File: config.mk
export PLATFORM = sky130hd
export DESIGN_NAME = sup_trap_page
export DESIGN_NICKNAME = d
export VERILOG_FILES = /design/src/rtl/sup_page_pkg.sv /design/src/rtl/sup_priv_ctl.sv /design/src/rtl/sup_cfg_regs.sv /design/src/rtl/sup_read_mux.sv /design/src/rtl/sup_trap_page.sv
export SDC_FILE = /design/constraint.sdc
export NUM_CORES = 1
export LEC_CHECK = 0
export CORE_MARGIN = 5
export CORE_UTILIZATION = 40
export DETAILED_ROUTE_END_ITERATION = 7
export HOLD_SLACK_MARGIN = 0.08
export PLACE_DENSITY = 0.76
export SYNTH_ARGS = -nofsm -noshare
export SYNTH_HDL_FRONTEND = slang
export SYNTH_HIERARCHICAL = 1
export SYNTH_SLANG_ARGS = --single-unit
File: constraint.sdc
create_clock -name clk -period 2.7 [get_ports clk]
set_clock_uncertainty 0.2 [all_clocks]
set_input_delay 0.54 -clock clk [delete_from_list [all_inputs] [get_ports clk]]
set_output_delay 0.54 -clock clk [all_outputs]
set_load 0.005 [all_outputs]
File: src/rtl/sup_page_pkg.sv
// Package: offsets, key values and shared types of the supervisor page.
// Assumes a byte-wide page; offsets are fixed because software decodes them.
package sup_page_pkg;
    typedef logic [7:0] page_byte_t;

    localparam page_byte_t OFS_EXIT   = 8'h7F;
    localparam page_byte_t OFS_UPG    = 8'h7E;
    localparam page_byte_t OFS_FEAT   = 8'h7D;
    localparam page_byte_t OFS_RECFG  = 8'hCF;
    localparam page_byte_t RECFG_KEY  = 8'h42;
    localparam page_byte_t OFS_SW_LO  = 8'hF0;
    localparam page_byte_t OFS_IDA    = 8'h32;
    localparam page_byte_t OFS_IDB    = 8'h2C;
    localparam page_byte_t CHAR_SUP   = 8'h48;
    localparam page_byte_t CHAR_USR   = 8'h55;
    localparam int         FEAT_EXT_BIT = 1;
    localparam int         FEAT_ROM_BIT = 2;

    typedef struct packed {
        logic rom_wp;
        logic ext_ops;
    } feat_t;
endpackage

File: src/rtl/sup_priv_ctl.sv
// Privilege tracker and trap generator.
// A user-mode write inside the trap window is swallowed and turned into a
// registered one-cycle trap pulse; supervisor mode is entered on that edge.
// Assumes the window lies inside the 8-bit page.
module sup_priv_ctl
    import sup_page_pkg::*;
#(
    parameter page_byte_t TRAP_LO   = 8'h40,
    parameter int         TRAP_SPAN = 64,
    localparam int        TRAP_W    = $clog2(TRAP_SPAN)
) (
    input  logic              clk,
    input  logic              rst_n,
    input  logic              we,
    input  page_byte_t        addr,
    output logic              super_mode,
    output logic              trap_req,
    output logic [TRAP_W-1:0] trap_num,
    output logic              wr_ok
);
    localparam int TRAP_HI = int'(TRAP_LO) + TRAP_SPAN;

    logic in_win;
    logic trap_hit;

    // Decode window membership and whether this write is trapped.
    always_comb begin
        in_win   = (int'(addr) >= int'(TRAP_LO)) && (int'(addr) < TRAP_HI);
        trap_hit = we && !super_mode && in_win;
        wr_ok    = we && !trap_hit;
    end

    // Privilege bit, trap pulse and trap number.
    always_ff @(posedge clk) begin
        if (!rst_n) begin
            super_mode <= 1'b1;
            trap_req   <= 1'b0;
            trap_num   <= '0;
        end else begin
            trap_req <= trap_hit;
            if (trap_hit) begin
                super_mode <= 1'b1;
                trap_num   <= TRAP_W'(addr - TRAP_LO);
            end else if (super_mode && we && addr == OFS_EXIT) begin
                super_mode <= 1'b0;
            end
        end
    end
endmodule

File: src/rtl/sup_cfg_regs.sv
// Writable control state: feature enables, sticky upgrade marker and the
// keyed reconfiguration pulse. Only accepts writes already cleared by the
// privilege tracker (wr_ok).
module sup_cfg_regs
    import sup_page_pkg::*;
(
    input  logic       clk,
    input  logic       rst_n,
    input  logic       wr_ok,
    input  page_byte_t addr,
    input  page_byte_t wdata,
    output feat_t      feat,
    output logic       upgraded,
    output logic       reconfig_req
);
    // Register the control state and generate the one-cycle request.
    always_ff @(posedge clk) begin
        if (!rst_n) begin
            feat         <= '0;
            upgraded     <= 1'b0;
            reconfig_req <= 1'b0;
        end else begin
            reconfig_req <= wr_ok && (addr == OFS_RECFG) && (wdata == RECFG_KEY);
            if (wr_ok && addr == OFS_FEAT) begin
                feat.ext_ops <= wdata[FEAT_EXT_BIT];
                feat.rom_wp  <= wdata[FEAT_ROM_BIT];
            end
            if (wr_ok && addr == OFS_UPG)
                upgraded <= 1'b1;
        end
    end
endmodule

File: src/rtl/sup_read_mux.sv
// Combinational readback of the page. Identifier and switch bytes are
// generated per byte; the identifier ranges must not overlap each other,
// the switch bytes or the fixed control offsets.
module sup_read_mux
    import sup_page_pkg::*;
#(
    parameter int ID_BYTES = 4,
    parameter int SW_BYTES = 2,
    parameter logic [8*ID_BYTES-1:0] ID_A = '0,
    parameter logic [8*ID_BYTES-1:0] ID_B = '0
) (
    input  page_byte_t              addr,
    input  logic                    super_mode,
    input  feat_t                   feat,
    input  logic                    upgraded,
    input  logic [8*SW_BYTES-1:0]   board_sw,
    output page_byte_t              rdata
);
    page_byte_t            ida_byte [ID_BYTES];
    page_byte_t            idb_byte [ID_BYTES];
    page_byte_t            sw_byte  [SW_BYTES];
    logic [ID_BYTES-1:0]   ida_hit;
    logic [ID_BYTES-1:0]   idb_hit;
    logic [SW_BYTES-1:0]   sw_hit;

    for (genvar k = 0; k < ID_BYTES; k++) begin : g_id
        assign ida_hit[k]  = (addr == 8'(int'(OFS_IDA) + k));
        assign idb_hit[k]  = (addr == 8'(int'(OFS_IDB) + k));
        assign ida_byte[k] = ID_A[8*k +: 8];
        assign idb_byte[k] = ID_B[8*k +: 8];
    end

    for (genvar k = 0; k < SW_BYTES; k++) begin : g_sw
        assign sw_hit[k]  = (addr == 8'(int'(OFS_SW_LO) + k));
        assign sw_byte[k] = board_sw[8*k +: 8];
    end

    // Select the byte for the current offset; unmapped offsets read zero.
    always_comb begin
        rdata = '0;
        for (int k = 0; k < ID_BYTES; k++) begin
            if (ida_hit[k]) rdata = ida_byte[k];
            if (idb_hit[k]) rdata = idb_byte[k];
        end
        for (int k = 0; k < SW_BYTES; k++) begin
            if (sw_hit[k]) rdata = sw_byte[k];
        end
        case (addr)
            OFS_EXIT: rdata = super_mode ? CHAR_SUP : CHAR_USR;
            OFS_UPG:  rdata = upgraded ? 8'hFF : 8'h00;
            OFS_FEAT: begin
                rdata = '0;
                rdata[FEAT_EXT_BIT] = feat.ext_ops;
                rdata[FEAT_ROM_BIT] = feat.rom_wp;
            end
            default: ;
        endcase
    end
endmodule

File: src/rtl/sup_trap_page.sv
// Top of the supervisor trap and control page. Wires the privilege
// tracker, the control registers and the readback mux. Assumes a single
// write strobe per cycle and a combinational read path.
module sup_trap_page
    import sup_page_pkg::*;
#(
    parameter page_byte_t TRAP_LO   = 8'h40,
    parameter int         TRAP_SPAN = 64,
    parameter int         SW_BYTES  = 2,
    parameter int         ID_BYTES  = 4,
    parameter logic [8*ID_BYTES-1:0] ID_A = 32'h706F_6F6C,
    parameter logic [8*ID_BYTES-1:0] ID_B = 32'h2131_3076,
    localparam int        TRAP_W    = $clog2(TRAP_SPAN)
) (
    input  logic                  clk,
    input  logic                  rst_n,
    input  logic                  reg_we,
    input  logic [7:0]            reg_addr,
    input  logic [7:0]            reg_wdata,
    output logic [7:0]            reg_rdata,
    input  logic [8*SW_BYTES-1:0] board_sw,
    output logic                  super_mode,
    output logic                  trap_req,
    output logic [TRAP_W-1:0]     trap_num,
    output logic                  ext_ops_en,
    output logic                  rom_wp_en,
    output logic                  reconfig_req
);
    logic  wr_ok;
    feat_t feat;
    logic  upgraded;

    sup_priv_ctl #(.TRAP_LO(TRAP_LO), .TRAP_SPAN(TRAP_SPAN)) u_priv (
        .clk        (clk),
        .rst_n      (rst_n),
        .we         (reg_we),
        .addr       (reg_addr),
        .super_mode (super_mode),
        .trap_req   (trap_req),
        .trap_num   (trap_num),
        .wr_ok      (wr_ok)
    );

    sup_cfg_regs u_cfg (
        .clk          (clk),
        .rst_n        (rst_n),
        .wr_ok        (wr_ok),
        .addr         (reg_addr),
        .wdata        (reg_wdata),
        .feat         (feat),
        .upgraded     (upgraded),
        .reconfig_req (reconfig_req)
    );

    sup_read_mux #(
        .ID_BYTES (ID_BYTES),
        .SW_BYTES (SW_BYTES),
        .ID_A     (ID_A),
        .ID_B     (ID_B)
    ) u_rd (
        .addr       (reg_addr),
        .super_mode (super_mode),
        .feat       (feat),
        .upgraded   (upgraded),
        .board_sw   (board_sw),
        .rdata      (reg_rdata)
    );

    // Drive the feature enables from the stored feature bits.
    always_comb begin
        ext_ops_en = feat.ext_ops;
        rom_wp_en  = feat.rom_wp;
    end
endmodule

==> Yosys cells after proc, flatten, opt, wreduce, memory -nomap -nowiden <==
Index checks and enable logic that the tools add are counted.
{ "op_classes": {"add_sub_neg": 1, "order_cmp": 2, "n_eq_ne": 15, "mux": 13, "bitwise": 1, "reduce_logical": 13} }
{ "op_table": {"columns": ["operator", "n"], "rows": [
  ["$eq 8x6->1 const B", 8],
  ["$mux 7", 8],
  ["$eq 8x7->1 const B", 4],
  ["$eq 8x8->1 const B", 3],
  ["$mux 8", 3],
  ["$pmux 8 s3", 1],
  ["$logic_and 1x1->1", 10],
  ["$ge 8x7->1 const B", 1],
  ["$lt 8x8->1 const B", 1],
  ["$sub 6x1->6 const B", 1],
  ["$mux 5", 1],
  ["$logic_not 1->1", 2],
  ["$reduce_or 2->1", 1],
  ["$not 1->1", 1]
]} }
{ "word_totals": {"reg_bits": 12, "in_bits": 35, "out_inout_bits": 19, "word_cells": 52} }

==> Longest topological paths before layout <==
Gate-level depths: netlist of the first run.
{ "depth": {"ltp_word": 12, "depth_mapped": 6, "depth_no_buf": 5} }

==> Cells and area by module <==
The synthesis of the first run kept the hierarchy.
{ "by_module_without_submodules": {"columns": ["module", "n_inst", "cells_each", "area_each_um2", "seq_area_each_um2"], "rows": [
  ["sup_read_mux", 1, 75, 494.2, 0.0],
  ["sup_priv_ctl", 1, 38, 374.1, 160.2],
  ["sup_cfg_regs", 1, 26, 236.5, 80.1]
]} }

==> Worst setup path after synthesis of the first run <==
OpenSTA, ideal clock, no wires.
{ "synth_path": {"kind": "in2out", "from": "in reg_addr[3]", "to": "out reg_rdata[0]", "arrival_time_ns": 1.730, "t_required_ns": 1.960, "setup_slack_ns": 0.230, "cell_stages": 5, "n_path_buf": 0, "cell_sequence": "nand3b_4 > or4b_4 > a211o_1 > a22oi_2 > a211o_1"} }
{ "synth_via": {"elab_chain_len": 11, "elab_cells_between_ends": 22, "cone_classes": "12 x eq/ne; 10 x mux"} }
{ "synth_rtl": {"columns": ["item", "line_no", "rtl"], "rows": [
  ["start: declaration", "sup_trap_page.sv:18", "input logic [7:0] reg_addr,"],
  ["$eq 8x6->1", "sup_read_mux.sv:28", "assign idb_hit[k] = (addr == 8'(int'(OFS_IDB) + k));"],
  ["$mux 7", "sup_read_mux.sv:43", "if (idb_hit[k]) rdata = idb_byte[k];"],
  ["$mux 7", "sup_read_mux.sv:42", "if (ida_hit[k]) rdata = ida_byte[k];"],
  ["$mux 7", "sup_read_mux.sv:43", null],
  ["$mux 7", "sup_read_mux.sv:42", null],
  ["$mux 7", "sup_read_mux.sv:43", null],
  ["$mux 7", "sup_read_mux.sv:42", null],
  ["$mux 7", "sup_read_mux.sv:43", null],
  ["$mux 8 (2 in a row)", "sup_read_mux.sv:46", "if (sw_hit[k]) rdata = sw_byte[k];"],
  ["$pmux 8 s3 *", "sup_read_mux.sv:48", "case (addr)"],
  ["end: declaration", "sup_trap_page.sv:20", "output logic [7:0] reg_rdata,"]
]} }
Mark *: on every way between the ends. The rest lies on a longest branch, timed or not.

==> Worst setup path in the final report of the first run <==
Ends and elaborated chain as after synthesis.

==> impl_metrics.yaml, run 1 <==
status:
  status: "finished with violations"
  violations: "negative setup slack"
hold_path:
  hold_class: "flip-flop to flip-flop"
layout:
  fin_nets: 268
  stdcell_area_sq_mm: 0.00205
  fill_cells: 214
  drive_gt1_frac: 0.431
  antenna_cells: 0
  areaGrowthSynthToFinish_pct: 85.6
logic_synthesis:
  ys.flop_type: "dfxtp_1"
  synthArstFlopShare: 0
  synth-edff-count: 0
  synth_nets: 174
  synth_area_leaders: "dfxtp_1 (22%), nand2_1 (5.1%), o21ai_2 (4.8%)"
  synth_cell_types: 49
  synth_largest_area_cell: "dfxtp_1"
  synthCells: 139
  yosysSeqAreaShare: 0.217
  synth_top_area_share: 0.217
  syn_avg_cell_area_sq_um: 7.95
  ys_ff_latch: 12
  yosys_warnings: 6
  synth_area_sq_mm: 0.00110
timing:
  finalHoldViolations: 0
  tightestPinTransition_ps: 406
  relSlewSlack: 0.729
  finalSetupViolations: 1
  slew_viol_final: 0
  fin_crit_sh: 1.01
  timing.hold.ws_ps: 260
  timing.fmax_ghz: 0.365
  rsz0062_at_grt: "yes"
  fin_crit_ps: 2740
  setup_ws_ps: -38.3
clock_tree:
  root_buffer: "clkbuf_4"
  ctsHoldBuffers: 0
  clkTransAtPathRegs_ps: 70
  numClockSinks: 12
  cts_tree: "yes"
  insertion_delay_ps: 280
  cts_buffers: 3
  clock_path_buffers: 2
  cts-htree-levels: 1
drt:
  drc: 0
  drt_iter0_drc: 133
  dr_total_vias: 1578
  post_drt_wl_per_cell_um: 18.3
  firstDrtPassIters: 5
  postRouteAntennaNets: 0
  routed_wl_um: 4820
  viasPerCell: 6.00
place:
  gp_congestion: 0.896
  dpl_cell_area_sq_mm: 0.00191
  io_buffers: 53
  hpwlAfterDp_um: 3430
grt:
  grt_max_degree: 15
  grt_pass1_wl_um: 7630
  antenna_found_initial: 0
  grt.total_usage: 0.239
  grt-ovfl-total: 0
  first_global_vias: 1581
power_and_ir_drop:
  fin_total_pwr_w: 0.000492
  p_per_area_mw_per_mm2: 240
  total_leakage_power_nw: 0.825
  vdd_drop_max_v: 0.000356
floorplan:
  core_area_sq_mm: 0.00271
  die-width_um: 62.6
  dieArea_sq_mm: 0.00391
  die_y_um: 62.6
  start_util: 0.408
  num_rows: 19
  pin_count: 54
worst_setup_path:
  path_common_cell: "a211o_1"
  worstSetupEndpointType: "primary output"
  arrival_ps: 2000
  worstSetupPathType: "input pin to primary output"
  path_cells: "buf_6 -> nand3b_4 -> or4b_4 -> a211o_1 -> a22oi_2 -> a211o_1 -> buf_2"
  worstPathMaxFanout: 4
  slowest_stage: "or4b_4"
  max_stage_delay_ps: 570
  crit_path_start_kind: "input pin"
  crit_required_ps: 1960
job:
  cap_violations: 0
placed cells by master (no fill, tap or decap), types with 4 or more instances in the layout:
cell / n
buf_4: 39
o21ai_0: 4
nor3_1: 4
buf_6: 5
inv_1: 5
clkdlybuf4s50_1: 37
a21oi_1: 4
buf_2: 9
nand4_1: 7
nand3_1: 5
o21ai_2: 7
dfxtp_1: 12
nor2_1: 6
nand2_1: 13
path summary, 6_finish.rpt:
check                                  startpoint                              end  slack, ps  cells after the start
setup / recovery                      reg_addr[3]                     reg_rdata[0]        -40                      7
hold / removal    u_priv/trap_num[2]$_SDFFE_PN0P_  u_priv/trap_num[2]$_SDFFE_PN0P_        260                      2
setup reg to reg   u_priv/super_mode$_SDFFE_PP1P_       u_cfg/feat[1]$_SDFFE_PN0P_       1090                      5
hold reg to reg   u_priv/trap_num[2]$_SDFFE_PN0P_  u_priv/trap_num[2]$_SDFFE_PN0P_        260                      2
repair_timing:
item,in CTS,in global routing
endpoints found under the setup margin,8,8
endpoints found under the hold margin,0,0
gates resized for setup,74,14
pin swaps,12,8
setup buffers,7,0
Yosys cell counts, types with 2 or more instances:
cell	number
buf_6	2
dfxtp_1	12
o31ai_1	3
nand3b_1	2
a211o_1	2
nor2_1	10
a211oi_1	2
a221o_1	2
nand4b_1	2
o21ai_0	7
nor3_1	6
a21oi_1	7
nand3_1	5
inv_1	5
o21ai_2	6
nand4_1	7
o21a_1	2
a21boi_0	2
nor2b_1	2
nand3_2	3
clkbuf_1	3
nand2_1	15
o22ai_1	5
mux2i_1	2
area by class of cell:
type,instances,area [sq um],share of cell area
flip-flops and latches,12,240,0.117
well taps,31,38.8,0.0189
multi-input cells,116,915,0.446
inverters,5,18.8,0.00915
clock buffers,4,36.3,0.0177
repair buffers,95,802,0.391
registers in the layout, summed over array words and instances (netlist names):
register,cells
u_priv/trap_num,6
u_cfg/feat,2
u_cfg/upgraded,1
u_priv/super_mode,1
u_priv/trap_req,1
u_cfg/reconfig_req,1
routing by layer:
| metal | global-route usage | share of wire |
|---|---|---|
| met5 | 0 | 0 |
| met4 | 0.0955 | 0.031 |
| met3 | 0.0612 | 0.075 |
| met2 | 0.411 | 0.49 |
| met1 | 0.281 | 0.40 |
where the power goes:
part	internal [W]	switching, W	total (W)
sequential	0.000177	0.000000123	0.000177
combinational	0.0000873	0.0000778	0.000165
clock	0.0000821	0.0000676	0.000150
total	0.000346	0.000145	0.000492
critical path: cells and delay by family:
kind                   cells  cell delay [ps]
buffers and inverters      2              190
AO/OA/AOI/OAI              3              530
AND/OR/NAND/NOR            2              720
through the flow:
step / setup WS [ps] / util / std cells / setup TNS (ps)
after floorplan: 230 / - / 139 / 0
after global placement: -816 / 0.703 / 253 / -5290
after detailed placement: -809 / 0.703 / 253 / -5730
after CTS: -29.2 / 0.755 / 264 / -54.2
after global routing: -65.7 / 0.757 / 263 / -124
final: -38.3 / 0.757 / 263 / -38.3
cells by family (layout without fill, tap and decap cells):
kind of cell           Yosys count  count (layout)  share of synthesized area
AO/OA/AOI/OAI                   45              45                      0.299
XOR/XNOR                         1               1                    0.00793
buffers and inverters           11             104                     0.0521
flip-flops                      12              12                      0.217
multiplexers                     2               2                     0.0181
AND/OR/NAND/NOR                 68              68                      0.405
No activity file was read; power rests on OpenSTA's default activity.
==> run 2: changes to the inputs <==
Settings changed: MAX_ROUTING_LAYER set to met4.
==> impl_metrics.yaml, run 2 (synthesized netlist as in run 1, its figures left out) <==
status:
  status: "finished with violations"
  violations: "negative setup slack"
grt:
  grt_pass1_wl_um: 7780
  grt-ovfl-total: 0
  first_global_vias: 1513
  grt_max_degree: 19
  antenna_found_initial: 0
  grt.total_usage: 0.246
layout:
  fin_nets: 274
  areaGrowthSynthToFinish_pct: 91.5
  antenna_cells: 0
  largestRegisters: "u_priv/trap_num: 6 flops, u_cfg/feat: 2 flops"
  final_cell_mix: "buf_4 (38), clkdlybuf4s50_1 (37), buf_6 (12), dfxtp_1 (12), nand2_1 (11)"
  largest-register: "u_priv/trap_num"
  largest_reg_flops: 6
  final_common_cell: "buf_4"
  drive_gt1_frac: 0.437
  stdcell_area_sq_mm: 0.00212
  final_util: 0.781
timing:
  tightestPinTransition_ps: 332
  tns_ps: -162
  finalSetupViolations: 4
  timing.fmax_ghz: 0.357
  slew_viol_final: 0
  fin_crit_ps: 2800
  relSlewSlack: 0.777
  rsz0062_at_grt: "yes"
  setup_ws_ps: -99.6
  timing.hold.ws_ps: 257
  finalHoldViolations: 0
  fin_crit_sh: 1.04
clock_tree:
  cts_buffers: 3
  root_buffer: "clkbuf_4"
  cts-htree-levels: 1
  clock_path_buffers: 2
  insertion_delay_ps: 270
  clkTransAtPathRegs_ps: 80
  numClockSinks: 12
  ctsHoldBuffers: 0
  cts_tree: "yes"
drt:
  postRouteAntennaNets: 0
  dr_total_vias: 1571
  post_drt_wl_per_cell_um: 17.9
  drt_iter0_drc: 79
  firstDrtPassIters: 4
  viasPerCell: 5.84
  drc: 0
  routed_wl_um: 4830
floorplan:
  die-width_um: 62.6
  num_rows: 19
  die_y_um: 62.6
  core_area_sq_mm: 0.00271
  pin_count: 54
  dieArea_sq_mm: 0.00391
  start_util: 0.408
place:
  hpwlAfterDp_um: 3290
  io_buffers: 53
  pre_cts_slack_ps: -791
  gp_congestion: 0.906
  dpl_cell_area_sq_mm: 0.00191
hold_path:
  hold_class: "flip-flop to flip-flop"
worst_setup_path:
  crit_required_ps: 1960
  worst-r2r-setup-slack_ps: 1140
  worstSetupPathType: "input pin to primary output"
  arrival_ps: 2060
  worstSetupEndpointType: "primary output"
  worstPathMaxFanout: 7
  crit_path_start_kind: "input pin"
power_and_ir_drop:
  total_leakage_power_nw: 0.865
  vdd_drop_max_v: 0.000324
  p_per_area_mw_per_mm2: 235
job:
  cap_violations: 0
-- run 2: metal layers --
layer	global-route usage	vias up	routed length, um
met1	0.312	739	1990
li1	-	749	-
met4	0.0557	0	128
met3	0.0486	14	319
met2	0.403	69	2390
met5	-	-	0
-- run 2: path summary, 6_finish.rpt --
| check | startpoint | depth (start not counted) | to |
|---|---|---|---|
| worst min register to register | u_priv/trap_num[1]$_SDFFE_PN0P_ | 2 | u_priv/trap_num[1]$_SDFFE_PN0P_ |
| worst max register to register | u_priv/super_mode$_SDFFE_PP1P_ | 5 | u_cfg/upgraded$_SDFFE_PN0P_ |
| worst max-delay path | reg_addr[3] | 8 | reg_rdata[6] |
| worst min-delay path | u_priv/trap_num[1]$_SDFFE_PN0P_ | 2 | u_priv/trap_num[1]$_SDFFE_PN0P_ |
-- run 2: timing repair --
| action | in CTS | in global routing |
|---|---|---|
| resized for setup | 80 | 13 |
| setup endpoints to repair | 8 | 7 |
| setup buffers | 11 | 1 |
| pin swaps | 14 | 10 |
-- run 2: final cells by class --
type                       instances  area [sq um]
multi-input combinational        116           910
timing repair buffer             101           872
fill                             189           594
sequential                        12           240
tap                               31          38.8
clock buffer                       4          36.3
inverter                           5          18.8
-- run 2: metrics by stage --
step,total power (W),std cells
detailed placement,0.000331,253
global route,0.000522,269
global placement,0.000329,253
finish,0.000497,269
CTS,0.000490,268
floorplan,0.000225,139
-- run 2: power by group --
part | internal (W) | total [W] | switching [W]
combinational | 0.0000938 | 0.000172 | 0.0000786
clock | 0.0000820 | 0.000148 | 0.0000658
sequential | 0.000177 | 0.000177 | 0.000000124
-- run 2: critical path, stage by stage --
cell      delay, ps
buf_6            90
nand3b_4        170
or3_4           440
nor2_2          190
a211oi_2         70
buf_4           160
a221oi_2        240
buf_2           160
==> run 3: changes to the inputs <==
Settings changed: CAP_MARGIN set to 20, CTS_CLUSTER_DIAMETER set to 200.
==> results of run 3 <==
Final layout, timing and power as in run 2 (identical DEF).
